==> src/rtl/prp_walk_pkg.sv <==
// Shared constants and types for the page-pointer list walker.
// Assumes a 16-bit completion status: code in bits 7:0 and do-not-retry flag in bit 14.
package prp_walk_pkg;

    localparam logic [7:0] SC_SUCCESS       = 8'h00;
    localparam logic [7:0] SC_INVALID_FIELD = 8'h02;
    localparam logic [7:0] SC_CMB_MISUSE    = 8'h12;
    localparam int         DNR_BIT          = 14;

    typedef enum logic [2:0] {
        ST_IDLE,
        ST_CHECK,
        ST_SEG,
        ST_REQ,
        ST_RSP,
        ST_DONE
    } walk_state_e;

    // Build an error status word with the do-not-retry flag set
    function automatic logic [15:0] err_status(input logic [7:0] code);
        logic [15:0] s;
        s          = '0;
        s[7:0]     = code;
        s[DNR_BIT] = 1'b1;
        return s;
    endfunction

endpackage

==> src/rtl/prp_win_check.sv <==
// Buffer window decode: reports whether an address falls in [base, base+size)
// while the window is enabled. The upper bound is tested as an offset from
// the base, so base+size never has to be formed and cannot wrap.
module prp_win_check #(
    parameter int ADDR_W = 64
) (
    input  logic              en,
    input  logic [ADDR_W-1:0] base,
    input  logic [ADDR_W-1:0] size,
    input  logic [ADDR_W-1:0] addr,
    output logic              hit
);

    // Window membership
    always_comb hit = en && (addr >= base) && ((addr - base) < size);

endmodule

==> src/rtl/prp_ptr_check.sv <==
// Pointer sanity check: flags zero pointers and pointers that are not on a
// page boundary. The page size is 2**PAGE_BITS bytes.
module prp_ptr_check #(
    parameter int ADDR_W    = 64,
    parameter int PAGE_BITS = 12
) (
    input  logic [ADDR_W-1:0] addr,
    output logic              is_zero,
    output logic              misaligned
);

    // Zero and offset-bits tests
    always_comb begin
        is_zero    = (addr == '0);
        misaligned = |addr[PAGE_BITS-1:0];
    end

endmodule

==> src/rtl/prp_walker.sv <==
// Page-pointer list walker. It converts two page pointers and a byte count
// into (address, length) segments, and fetches list pages one 64-bit entry
// per read. It follows a chain through the last slot of each list page.
// Buffer window rules are enforced on every pointer it uses.
// Assumes one read outstanding at a time and that the response arrives no
// earlier than the cycle after the request is accepted.
// Inputs are captured at start, so they may change during a walk.
module prp_walker
    import prp_walk_pkg::*;
#(
    parameter int ADDR_W    = 64,
    parameter int LEN_W     = 32,
    parameter int PAGE_BITS = 12,
    parameter int ENT_BITS  = 9
) (
    input  logic              clk,
    input  logic              rst_n,
    input  logic              start,
    input  logic [ADDR_W-1:0] prp1,
    input  logic [ADDR_W-1:0] prp2,
    input  logic [LEN_W-1:0]  xfer_len,
    input  logic [ADDR_W-1:0] sq_base,
    input  logic              cmb_en,
    input  logic [ADDR_W-1:0] cmb_base,
    input  logic [ADDR_W-1:0] cmb_size,
    output logic              busy,
    output logic              mem_req_valid,
    input  logic              mem_req_ready,
    output logic [ADDR_W-1:0] mem_req_addr,
    input  logic              mem_rsp_valid,
    input  logic [63:0]       mem_rsp_data,
    output logic              seg_valid,
    input  logic              seg_ready,
    output logic [ADDR_W-1:0] seg_addr,
    output logic [LEN_W-1:0]  seg_len,
    output logic              done,
    output logic [15:0]       status,
    output logic              cmb_flag
);

    localparam logic [LEN_W-1:0]    PAGE_LEN = LEN_W'(1) << PAGE_BITS;
    localparam logic [ENT_BITS-1:0] LAST_IDX = '1;
    localparam int                  N_WIN    = 4;
    localparam int                  N_PTR    = 2;

    walk_state_e         state_q;
    logic [ADDR_W-1:0]   p1_q, p2_q, sq_q, cb_q, cs_q;
    logic                cen_q;
    logic [LEN_W-1:0]    rem_q;
    logic [ADDR_W-1:0]   seg_addr_q;
    logic [LEN_W-1:0]    seg_len_q;
    logic [ADDR_W-1:0]   list_base_q;
    logic [ENT_BITS-1:0] idx_q;
    logic                listing_q;
    logic                flag_q;
    logic [15:0]         status_q;

    // Window decode for prp1, queue base, prp2 and the fetched entry
    logic [ADDR_W-1:0] win_addr [N_WIN];
    logic [N_WIN-1:0]  win_hit;
    assign win_addr[0] = p1_q;
    assign win_addr[1] = sq_q;
    assign win_addr[2] = p2_q;
    assign win_addr[3] = mem_rsp_data[ADDR_W-1:0];

    for (genvar w = 0; w < N_WIN; w++) begin : g_win
        prp_win_check #(.ADDR_W(ADDR_W)) u_win (
            .en   (cen_q),
            .base (cb_q),
            .size (cs_q),
            .addr (win_addr[w]),
            .hit  (win_hit[w])
        );
    end

    // Zero/alignment checks for prp2 and the fetched entry
    logic [ADDR_W-1:0] ptr_addr [N_PTR];
    logic [N_PTR-1:0]  ptr_zero, ptr_mis;
    assign ptr_addr[0] = p2_q;
    assign ptr_addr[1] = mem_rsp_data[ADDR_W-1:0];

    for (genvar p = 0; p < N_PTR; p++) begin : g_ptr
        prp_ptr_check #(.ADDR_W(ADDR_W), .PAGE_BITS(PAGE_BITS)) u_ptr (
            .addr       (ptr_addr[p]),
            .is_zero    (ptr_zero[p]),
            .misaligned (ptr_mis[p])
        );
    end

    // First-segment length and the checks made before any segment is issued
    logic [LEN_W-1:0] room, first_len, rest_len;
    logic             p1_in_cmb;
    logic             chk_fail;
    logic [7:0]       chk_code;
    always_comb begin
        room      = PAGE_LEN - LEN_W'(p1_q[PAGE_BITS-1:0]);
        first_len = (rem_q < room) ? rem_q : room;
        rest_len  = rem_q - first_len;
        p1_in_cmb = win_hit[0] && (p1_q != '0);
        chk_fail  = 1'b1;
        chk_code  = SC_INVALID_FIELD;
        if (p1_q == '0) begin
            chk_code = SC_INVALID_FIELD;
        end else if (p1_in_cmb && !win_hit[1]) begin
            chk_code = SC_CMB_MISUSE;
        end else if ((rest_len != '0) && ptr_zero[0]) begin
            chk_code = SC_INVALID_FIELD;
        end else if ((rest_len != '0) && p1_in_cmb && !win_hit[2]) begin
            chk_code = SC_CMB_MISUSE;
        end else if ((rest_len != '0) && (rest_len <= PAGE_LEN) && ptr_mis[0]) begin
            chk_code = SC_INVALID_FIELD;
        end else begin
            chk_fail = 1'b0;
        end
    end

    // Classification of a returned list entry: error, chain hop or data page
    logic             rsp_fail, rsp_chain;
    logic [7:0]       rsp_code;
    logic [LEN_W-1:0] ent_len;
    logic             ent_bad;
    always_comb begin
        ent_bad   = ptr_zero[1] || ptr_mis[1];
        ent_len   = (rem_q < PAGE_LEN) ? rem_q : PAGE_LEN;
        rsp_fail  = 1'b0;
        rsp_chain = 1'b0;
        rsp_code  = SC_INVALID_FIELD;
        if (flag_q && !win_hit[3]) begin
            rsp_fail = 1'b1;
            rsp_code = SC_CMB_MISUSE;
        end else if (ent_bad) begin
            rsp_fail = 1'b1;
        end else if ((idx_q == LAST_IDX) && (rem_q > PAGE_LEN)) begin
            rsp_chain = 1'b1;
        end
    end

    logic [LEN_W-1:0] rem_after;
    assign rem_after = rem_q - seg_len_q;

    // Walk sequencer
    always_ff @(posedge clk) begin
        if (!rst_n) begin
            state_q     <= ST_IDLE;
            p1_q        <= '0;
            p2_q        <= '0;
            sq_q        <= '0;
            cb_q        <= '0;
            cs_q        <= '0;
            cen_q       <= 1'b0;
            rem_q       <= '0;
            seg_addr_q  <= '0;
            seg_len_q   <= '0;
            list_base_q <= '0;
            idx_q       <= '0;
            listing_q   <= 1'b0;
            flag_q      <= 1'b0;
            status_q    <= '0;
        end else begin
            case (state_q)
                ST_IDLE: begin
                    if (start) begin
                        p1_q    <= prp1;
                        p2_q    <= prp2;
                        sq_q    <= sq_base;
                        cen_q   <= cmb_en;
                        cb_q    <= cmb_base;
                        cs_q    <= cmb_size;
                        rem_q   <= xfer_len;
                        state_q <= ST_CHECK;
                    end
                end
                ST_CHECK: begin
                    flag_q    <= p1_in_cmb;
                    listing_q <= 1'b0;
                    if (chk_fail) begin
                        status_q <= err_status(chk_code);
                        state_q  <= ST_DONE;
                    end else begin
                        seg_addr_q <= p1_q;
                        seg_len_q  <= first_len;
                        state_q    <= ST_SEG;
                    end
                end
                ST_SEG: begin
                    if (seg_ready) begin
                        rem_q <= rem_after;
                        if (rem_after == '0) begin
                            status_q <= {8'h00, SC_SUCCESS};
                            state_q  <= ST_DONE;
                        end else if (listing_q) begin
                            idx_q   <= idx_q + ENT_BITS'(1);
                            state_q <= ST_REQ;
                        end else if (rem_after <= PAGE_LEN) begin
                            seg_addr_q <= p2_q;
                            seg_len_q  <= rem_after;
                        end else begin
                            listing_q   <= 1'b1;
                            list_base_q <= p2_q;
                            idx_q       <= '0;
                            state_q     <= ST_REQ;
                        end
                    end
                end
                ST_REQ: begin
                    if (mem_req_ready) state_q <= ST_RSP;
                end
                ST_RSP: begin
                    if (mem_rsp_valid) begin
                        if (rsp_fail) begin
                            status_q <= err_status(rsp_code);
                            state_q  <= ST_DONE;
                        end else if (rsp_chain) begin
                            list_base_q <= mem_rsp_data[ADDR_W-1:0];
                            idx_q       <= '0;
                            state_q     <= ST_REQ;
                        end else begin
                            seg_addr_q <= mem_rsp_data[ADDR_W-1:0];
                            seg_len_q  <= ent_len;
                            state_q    <= ST_SEG;
                        end
                    end
                end
                default: state_q <= ST_IDLE;
            endcase
        end
    end

    // Port drive from state
    always_comb begin
        busy          = (state_q != ST_IDLE);
        seg_valid     = (state_q == ST_SEG);
        seg_addr      = seg_addr_q;
        seg_len       = seg_len_q;
        mem_req_valid = (state_q == ST_REQ);
        mem_req_addr  = list_base_q + ADDR_W'({idx_q, 3'b000});
        done          = (state_q == ST_DONE);
        status        = status_q;
        cmb_flag      = flag_q;
    end

    // an unaccepted segment holds still
    p_seg_hold_r11: assert property (@(posedge clk) disable iff (!rst_n)
        seg_valid && !seg_ready |=> seg_valid && $stable(seg_addr) && $stable(seg_len));

    // an unaccepted read request holds still
    p_req_hold_r11: assert property (@(posedge clk) disable iff (!rst_n)
        mem_req_valid && !mem_req_ready |=> mem_req_valid && $stable(mem_req_addr));

    // no segment is longer than a page or than what remains
    p_seg_len_cap_r5: assert property (@(posedge clk) disable iff (!rst_n)
        seg_valid |-> (seg_len <= PAGE_LEN) && (seg_len <= rem_q));

    // segments taken from a list are page aligned
    p_list_seg_aligned_r7: assert property (@(posedge clk) disable iff (!rst_n)
        seg_valid && listing_q |-> (seg_addr[PAGE_BITS-1:0] == '0));

    // a buffer-window transfer only issues segments inside the window
    p_cmb_seg_inside_r9: assert property (@(posedge clk) disable iff (!rst_n)
        seg_valid && flag_q |-> (seg_addr >= cb_q) && ((seg_addr - cb_q) < cs_q));

    // done lasts one cycle
    p_done_single_r10: assert property (@(posedge clk) disable iff (!rst_n)
        done |=> !done);

    // success is only reported once every byte has been issued
    p_ok_drained_r10: assert property (@(posedge clk) disable iff (!rst_n)
        done && (status == 16'h0000) |-> (rem_q == '0));

endmodule

==> config.mk <==
export PLATFORM = sky130hd
export DESIGN_NAME = prp_walker
export DESIGN_NICKNAME = d
export VERILOG_FILES = /design/src/rtl/prp_walk_pkg.sv /design/src/rtl/prp_win_check.sv /design/src/rtl/prp_ptr_check.sv /design/src/rtl/prp_walker.sv
export SDC_FILE = /design/constraint.sdc
export NUM_CORES = 2
export LEC_CHECK = 0
export ABC_AREA = 1
export BUFFER_PORTS_ARGS = -buffer_cell sky130_fd_sc_hd__buf_2
export CORE_MARGIN = 5
export CORE_UTILIZATION = 45
export CTS_BUF_LIST = sky130_fd_sc_hd__clkbuf_16
export DETAILED_ROUTE_END_ITERATION = 7
export HOLD_SLACK_MARGIN = 0.03
export PLACE_DENSITY = 0.69
export SLEW_MARGIN = 20
export SYNTH_ARGS = -nofsm -noshare
export SYNTH_HDL_FRONTEND = slang
export SYNTH_SLANG_ARGS = --single-unit
export TNS_END_PERCENT = 5
==> constraint.sdc <==
create_clock -name clk -period 5.8 [get_ports clk]
set_clock_uncertainty 0.15 [all_clocks]
set_input_delay 0 -clock clk [delete_from_list [all_inputs] [get_ports clk]]
set_output_delay 0 -clock clk [all_outputs]
set_load 0.01 [all_outputs]
======== After elaboration in Yosys (flattened, before gate mapping) ========
Cells that the tools add are included.
word-level totals
  RAM bits ................................ 0
  ROM bits ................................ 0
  memories ................................ 0
  latch bits .............................. 0
  word-level logic and storage cells ...... 179
  output and inout bits ................... 181
  bits in registers ....................... 543
  input port bits ......................... 423
operators by class
  multiply operators ...................... 0
  muxes and demuxes ....................... 76
  bitwise logic cells ..................... 0
  reduce and logical (&&, ||, !) cells .... 43
  shift-type cells ........................ 0
  add/sub/neg operators ................... 9
  eq/ne operators ......................... 23
  $lt $le $gt $ge ......................... 13
  divide/modulo/power cells ............... 0
operators with widths
  cell                                                    count
  two-way mux 64 bit                                      15
  two-way mux 32 bit                                      12
  greater-or-equal comparator 64 bit                      4
  < comparator 64 bit                                     4
  subtractor 64 bit                                       4
  zero test 64 bit                                        3
  case mux 64 bit (3 select lines)                        1
  case mux 64 bit (2 select lines)                        1
  case mux 32 bit (3 select lines)                        1
  two-way mux 16 bit                                      5
  adder 64 x 12 -> 64 bit                                 1
  <= comparator 32 x 13 -> 1 bit (second input constant)  2
  case mux 32 bit (2 select lines)                        1
  nonzero test 64 bit                                     1
  subtractor 32 bit                                       2
  two-way mux 9 bit                                       7
  case mux 16 bit (3 select lines)                        1
  > comparator 32 x 13 -> 1 bit (second input constant)   1
  zero test 32 bit                                        1
  < comparator 32 x 13 -> 1 bit (second input constant)   1
  < comparator 32 bit                                     1
  nonzero test 32 bit                                     1
  two-way mux 3 bit                                       9
  two-way mux 5 bit                                       5
  28 further kinds                                        80

======== Longest topological paths before layout ========
  depth after elaboration ................. 14
  gate-level depth with buffers ........... 40
  mapped depth without buffers ............ 39

======== Cells and area by module ========
From an unflattened synthesis, not the netlist that was laid out.
second synthesis, totals
  cells, all modules ...................... 10505
  area total of the unflattened synthesis .. 59440.8 um2
by module, submodules not included
  module                              cells an instance  area each (um2)  instances
  prp_walker                          4498               29385.7          1
  prp_win_check (g_win[0].u_win ...)  1449               7308.3           3
  prp_win_check (g_win[3].u_win)      1508               7484.7           1
  prp_ptr_check                       76                 322.8            2

======== Worst setup path after synthesis ========
Ideal clock, no wire load.
  path kind ............................... flip-flop to flip-flop
  from .................................... register p1_q[1]
  to ...................................... register seg_addr_q[49], in the netlist seg_addr[49]
  clock period less this slack ............ 5.215 ns
  stages on the path, launching flop included .. 35
  setup slack ............................. 0.585 ns
  required time ........................... 5.537 ns
  library setup time ...................... 0.113 ns
  arrival time ............................ 4.951 ns
  path through ............................ dfxtp_1 -> nor3_1 -> nand4_1 -> nor2_1 -> nand3_1 -> nor3_1 -> xor2_1 -> ha_1 -> a21oi_1 -> a21oi_1 -> nor4_1 -> nand2_1 -> clkbuf_1 -> mux2i_1 -> inv_1 -> ha_1 -> a21oi_1 -> nand2_1 -> a21oi_1 -> nand3_1 -> nand2_1 -> nand2_1 -> nor2_1 -> nand2_1 -> inv_1 -> nand2_1 -> nor2_1 -> nand3_1 -> nand3_1 -> nand2_1 -> buf_4 -> buf_6 -> buf_4 -> a21oi_2 -> nor2_2
between the ends
  word-level cells in the longest chain between the ends .. 14
ends and longest elaborated chain
  element                                                                line                                                     text
  from (decl)                                                            prp_walker.sv:47                                         logic [ADDR_W-1:0] p1_q, p2_q, sq_q, cb_q, cs_q;
  from (signal assigned)                                                 prp_walker.sv:163                                        p1_q <= prp1;
  subtractor 13 x 12 -> 14 bit                                           prp_walker.sv:96                                         room = PAGE_LEN - LEN_W'(p1_q[PAGE_BITS-1:0]);
  < comparator 32 bit                                                    prp_walker.sv:97                                         first_len = (rem_q < room) ? rem_q : room;
  two-way mux 32 bit                                                     prp_walker.sv:97
  subtractor 32 bit                                                      prp_walker.sv:98                                         rest_len = rem_q - first_len;
  <= comparator 32 x 13 -> 1 bit or nonzero test 32 bit (tied branches)  prp_walker.sv:110, prp_walker.sv:106, prp_walker.sv:108
  logical AND 1 bit (2 in series)                                        prp_walker.sv:110                                        end else if ((rest_len != '0) && (rest_len <= PAGE_LEN) && ptr_mis[0]) begin
  two-way mux 1 bit                                                      prp_walker.sv:110
  two-way mux 1 bit                                                      prp_walker.sv:108                                        end else if ((rest_len != '0) && p1_in_cmb && !win_hit[2]) begin
  two-way mux 1 bit                                                      prp_walker.sv:106                                        end else if ((rest_len != '0) && ptr_zero[0]) begin
  two-way mux 1 bit                                                      prp_walker.sv:104                                        end else if (p1_in_cmb && !win_hit[1]) begin
  two-way mux 1 bit *                                                    prp_walker.sv:102                                        if (p1_q == '0) begin
  inequality test 2 bit (no source line) *                               -
  AND reduction 9 bit (no source line) *                                 -
  to (signal assigned)                                                   prp_walker.sv:180                                        seg_addr_q <= p1_q;
  to (signal assigned)                                                   prp_walker.sv:195                                        seg_addr_q <= p2_q;
  to (signal assigned)                                                   prp_walker.sv:218                                        seg_addr_q <= mem_rsp_data[ADDR_W-1:0];
  to (decl)                                                              prp_walker.sv:50                                         logic [ADDR_W-1:0] seg_addr_q;
Every way passes the cells marked *; elsewhere a longest branch is shown, timed or not.
A chain may end at the register's enable or synchronous reset.

======== Final worst setup path ========
  from .................................... register p1_q[0]
  to ...................................... register seg_addr_q[10], in the netlist seg_addr[10]
Same word-level chain as after synthesis.

==> summary.txt <==
Synthesis
  – Synthesized area: 50,200 um2
  – Post-synth cell types: 61
  – Leading area contributor after synthesis: dfxtp_1
  – Synth top area share: 21.1%
  – Mapped Avg Cell Area: 6.37 um2
  – Mapped Cells: 7,873
  – Top post-synthesis cells by area: dfxtp_1 (21%), ha_1 (14%), nand2_1 (11%)
  – Sequential fraction of the synthesis area: 21.1%
  – Post-synth EDFFs: 0
  – Yosys warnings: 0
  – Ys async rst share: 0%
  – Post-synth top flop: dfxtp_1
  – Post-synthesis register bit count: 529

Clocking
  – Clk Latency, worst-skew pair: 0.69 ns
  – Max H-tree Level: 3
  – Root buffer cell: clkbuf_16
  – Clock transition at the registers of the reported paths: 0.06 ns
  – CTS tree: done
  – Clock sink total: 529
  – CTS max path bufs: 3
  – Total CTS buffers: 67

Setup path
  – Crit Path Category: reg2reg
  – Crit path max-delay family: simple AND/OR/NAND/NOR gates
  – Startpoint Class: register
  – R2R Path Start: p1_q[0]
  – Crit path launch: p1_q[0]
  – Slowest cell on the critical path: nor4_4
  – CP endpoint kind: register
  – Data arrival, critical path: 6.37 ns
  – Worst path bufs/invs: 7
  – Worst EP required: 6.21 ns
  – Worst path max stage delay: 0.34 ns
  – CP Max Fanout: 27

Status
  – Status: finished, violations left
  – Failing checks: setup timing

Global route
  – Initial antenna violation count: 20
  – First-pass GRT wire length: 376 mm
  – GRT Overall Usage: 42.1%
  – Pin count of the biggest net entering global routing: 169
  – Vias in the first global route: 59.3k
  – GR Overflow Total: 0

Layout
  – P&R area growth vs syn: 36.4%
  – Nets: 10.5k
  – Most common cell after layout, fill and taps aside: nand2_1
  – Final cell count without fillers: 11.0k
  – Layout cells sized above 1: 17.1%
  – Most frequent cells in the layout: nand2_1 (1,446), inv_1 (1,155), a21oi_1 (886), nor2_1 (794), dlygate4sd3_1 (631)

Drt
  – DR vias: 62.9k
  – Via density: 5.70
  – Drc violations: 0
  – DRT Pass-1 Iters: 7
  – DR WL/cell: 24.0 um
  – WL final: 265 mm
  – DRT iter0 DRCs: 6,438
  – Antenna-violating nets left: 0

Timing
  – Final Cycle Share: 103%
  – Worst-margin pin slew: 1.14 ns
  – Final setup viols: 92
  – RSZ-0062 raised after global routing: yes
  – Final Max Slew Viols: 0
  – Final Hold Viols: 0
  – Final worst slack: -0.166 ns
  – Rel. slew slack: 23.0%
  – Minimum clock period: 5.97 ns
  – Upper clock frequency limit: 168 MHz

Run
  – MaxCap Viol Count: 0

Placement
  – RePlAce Congestion: 1.06
  – Hpwl dp: 208 mm
  – Post-Place Cells: 10.2k
  – Input/output buffers: 590

Floorplanning
  – Starting Density: 45.3%
  – Overall die height: 344 um
  – Chip Width: 344 um
  – Die ar.: 118,000 um2
  – Core Region: 111,000 um2
  – # rows: 122
  – IO Pins: 604

Hold path
  – Hold Path Origin: cmb_base[3]
  – Worst min path class: in2reg
-- what timing repair did --
action,in CTS,in global routing
hold buffers,632,0
buffers inserted,1,17
endpoints found under the hold margin,500,0
pin swaps,5,87
gates resized for setup,62,318
cloned,0,11
endpoints found under the setup margin,165,174
-- worst register-to-register path: cells and delay by family (launching register included) --
family                     cells  cell delay (ns)
AOI/OAI and AO/OA              5             0.69
xor gates and xnor gates       1             0.22
adders and majority gates      2             0.58
buffers and inverters          7             1.02
DFF                            1             0.33
and+or+nand+nor               21             2.82
-- layout make-up --
type	instances	area [um2]
antenna	15	37.5
timing repair buffer	1752	13900
fill	10200	42200
clock inverter	52	539
clock buffer	67	1680
multi-input combinational	5939	35400
tap	1488	1860
inverter	1179	4430
sequential	529	10600
-- synth_stat cells, drive strengths merged, types with 24 or more instances --
| cell | number |
|---|---|
| clkbuf | 165 |
| a31oi | 113 |
| o21a | 24 |
| nand4 | 101 |
| a221oi | 58 |
| buf | 73 |
| a21oi | 980 |
| dfxtp | 529 |
| o21ai | 680 |
| xnor2 | 116 |
| o21bai | 58 |
| nand3 | 275 |
| nor4 | 73 |
| nor3 | 121 |
| inv | 1176 |
| nand2 | 1520 |
| nor2 | 849 |
| ha | 576 |
| a21o | 33 |
| xor2 | 209 |
-- per-layer routing --
layer | track usage (%) | vias to the layer above | wire length (um)
met5 | 0 | - | 91
met4 | 29.4 | 14 | 23200
met3 | 7.86 | 937 | 21900
met2 | 67.8 | 3360 | 116000
met1 | 50.8 | 29100 | 103000
li1 | - | 29400 | -
-- metrics by stage --
stage                     hold WS, ns  worst slack (ns)  util (%)  setup TNS [ns]  cell area (um2)
after floorplan                0.0262             0.585         -               0            50200
after global placement          0.116            -0.671      52.4          -62.87            58000
after detailed placement        0.136            -0.671      52.4          -62.82            58000
after CTS                      0.0306          -0.00692      60.3         -0.0114            66800
after global routing           0.0749            -0.380      61.8          -33.58            68400
final                          0.0519            -0.166      61.8           -9.14            68400
-- state kept, by name, summed over array words and instances (netlist names), 2 cells and up --
signal       flops
p2_q            64
state_q          3
rem_q           32
seg_len         32
sq_q            64
seg_addr        64
p1_q            64
status           2
cb_q            64
cs_q            64
list_base_q     64
idx_q            9
-- logic make-up (layout without fill, tap and decap cells) --
kind of cell | count (synthesis) | after routing | synth area share, %
adder cells (fa/ha/maj) | 582 | 582 | 14.6
buffers and inverters | 1417 | 3050 | 11.1
flip-flops | 529 | 529 | 21.1
XOR/XNOR | 325 | 325 | 5.69
AO/OA/AOI/OAI | 2036 | 2036 | 22.6
AND/OR/NAND/NOR | 2982 | 2982 | 24.9
other | 1 | 28 | 0.00747
multiplexers | 1 | 1 | 0.0199
-- final timing paths --
kind | slack [ns] | to | cells past startpoint
max reg2reg | -0.17 | seg_addr[10] | 36
min reg2reg | 0.30 | sq_q[8] | 2
max | -0.17 | seg_addr[10] | 36
min | 0.05 | cb_q[3] | 4
Power is not shown: default switching activity piles up to over one toggle a cycle in this logic, so the estimate is an artifact.
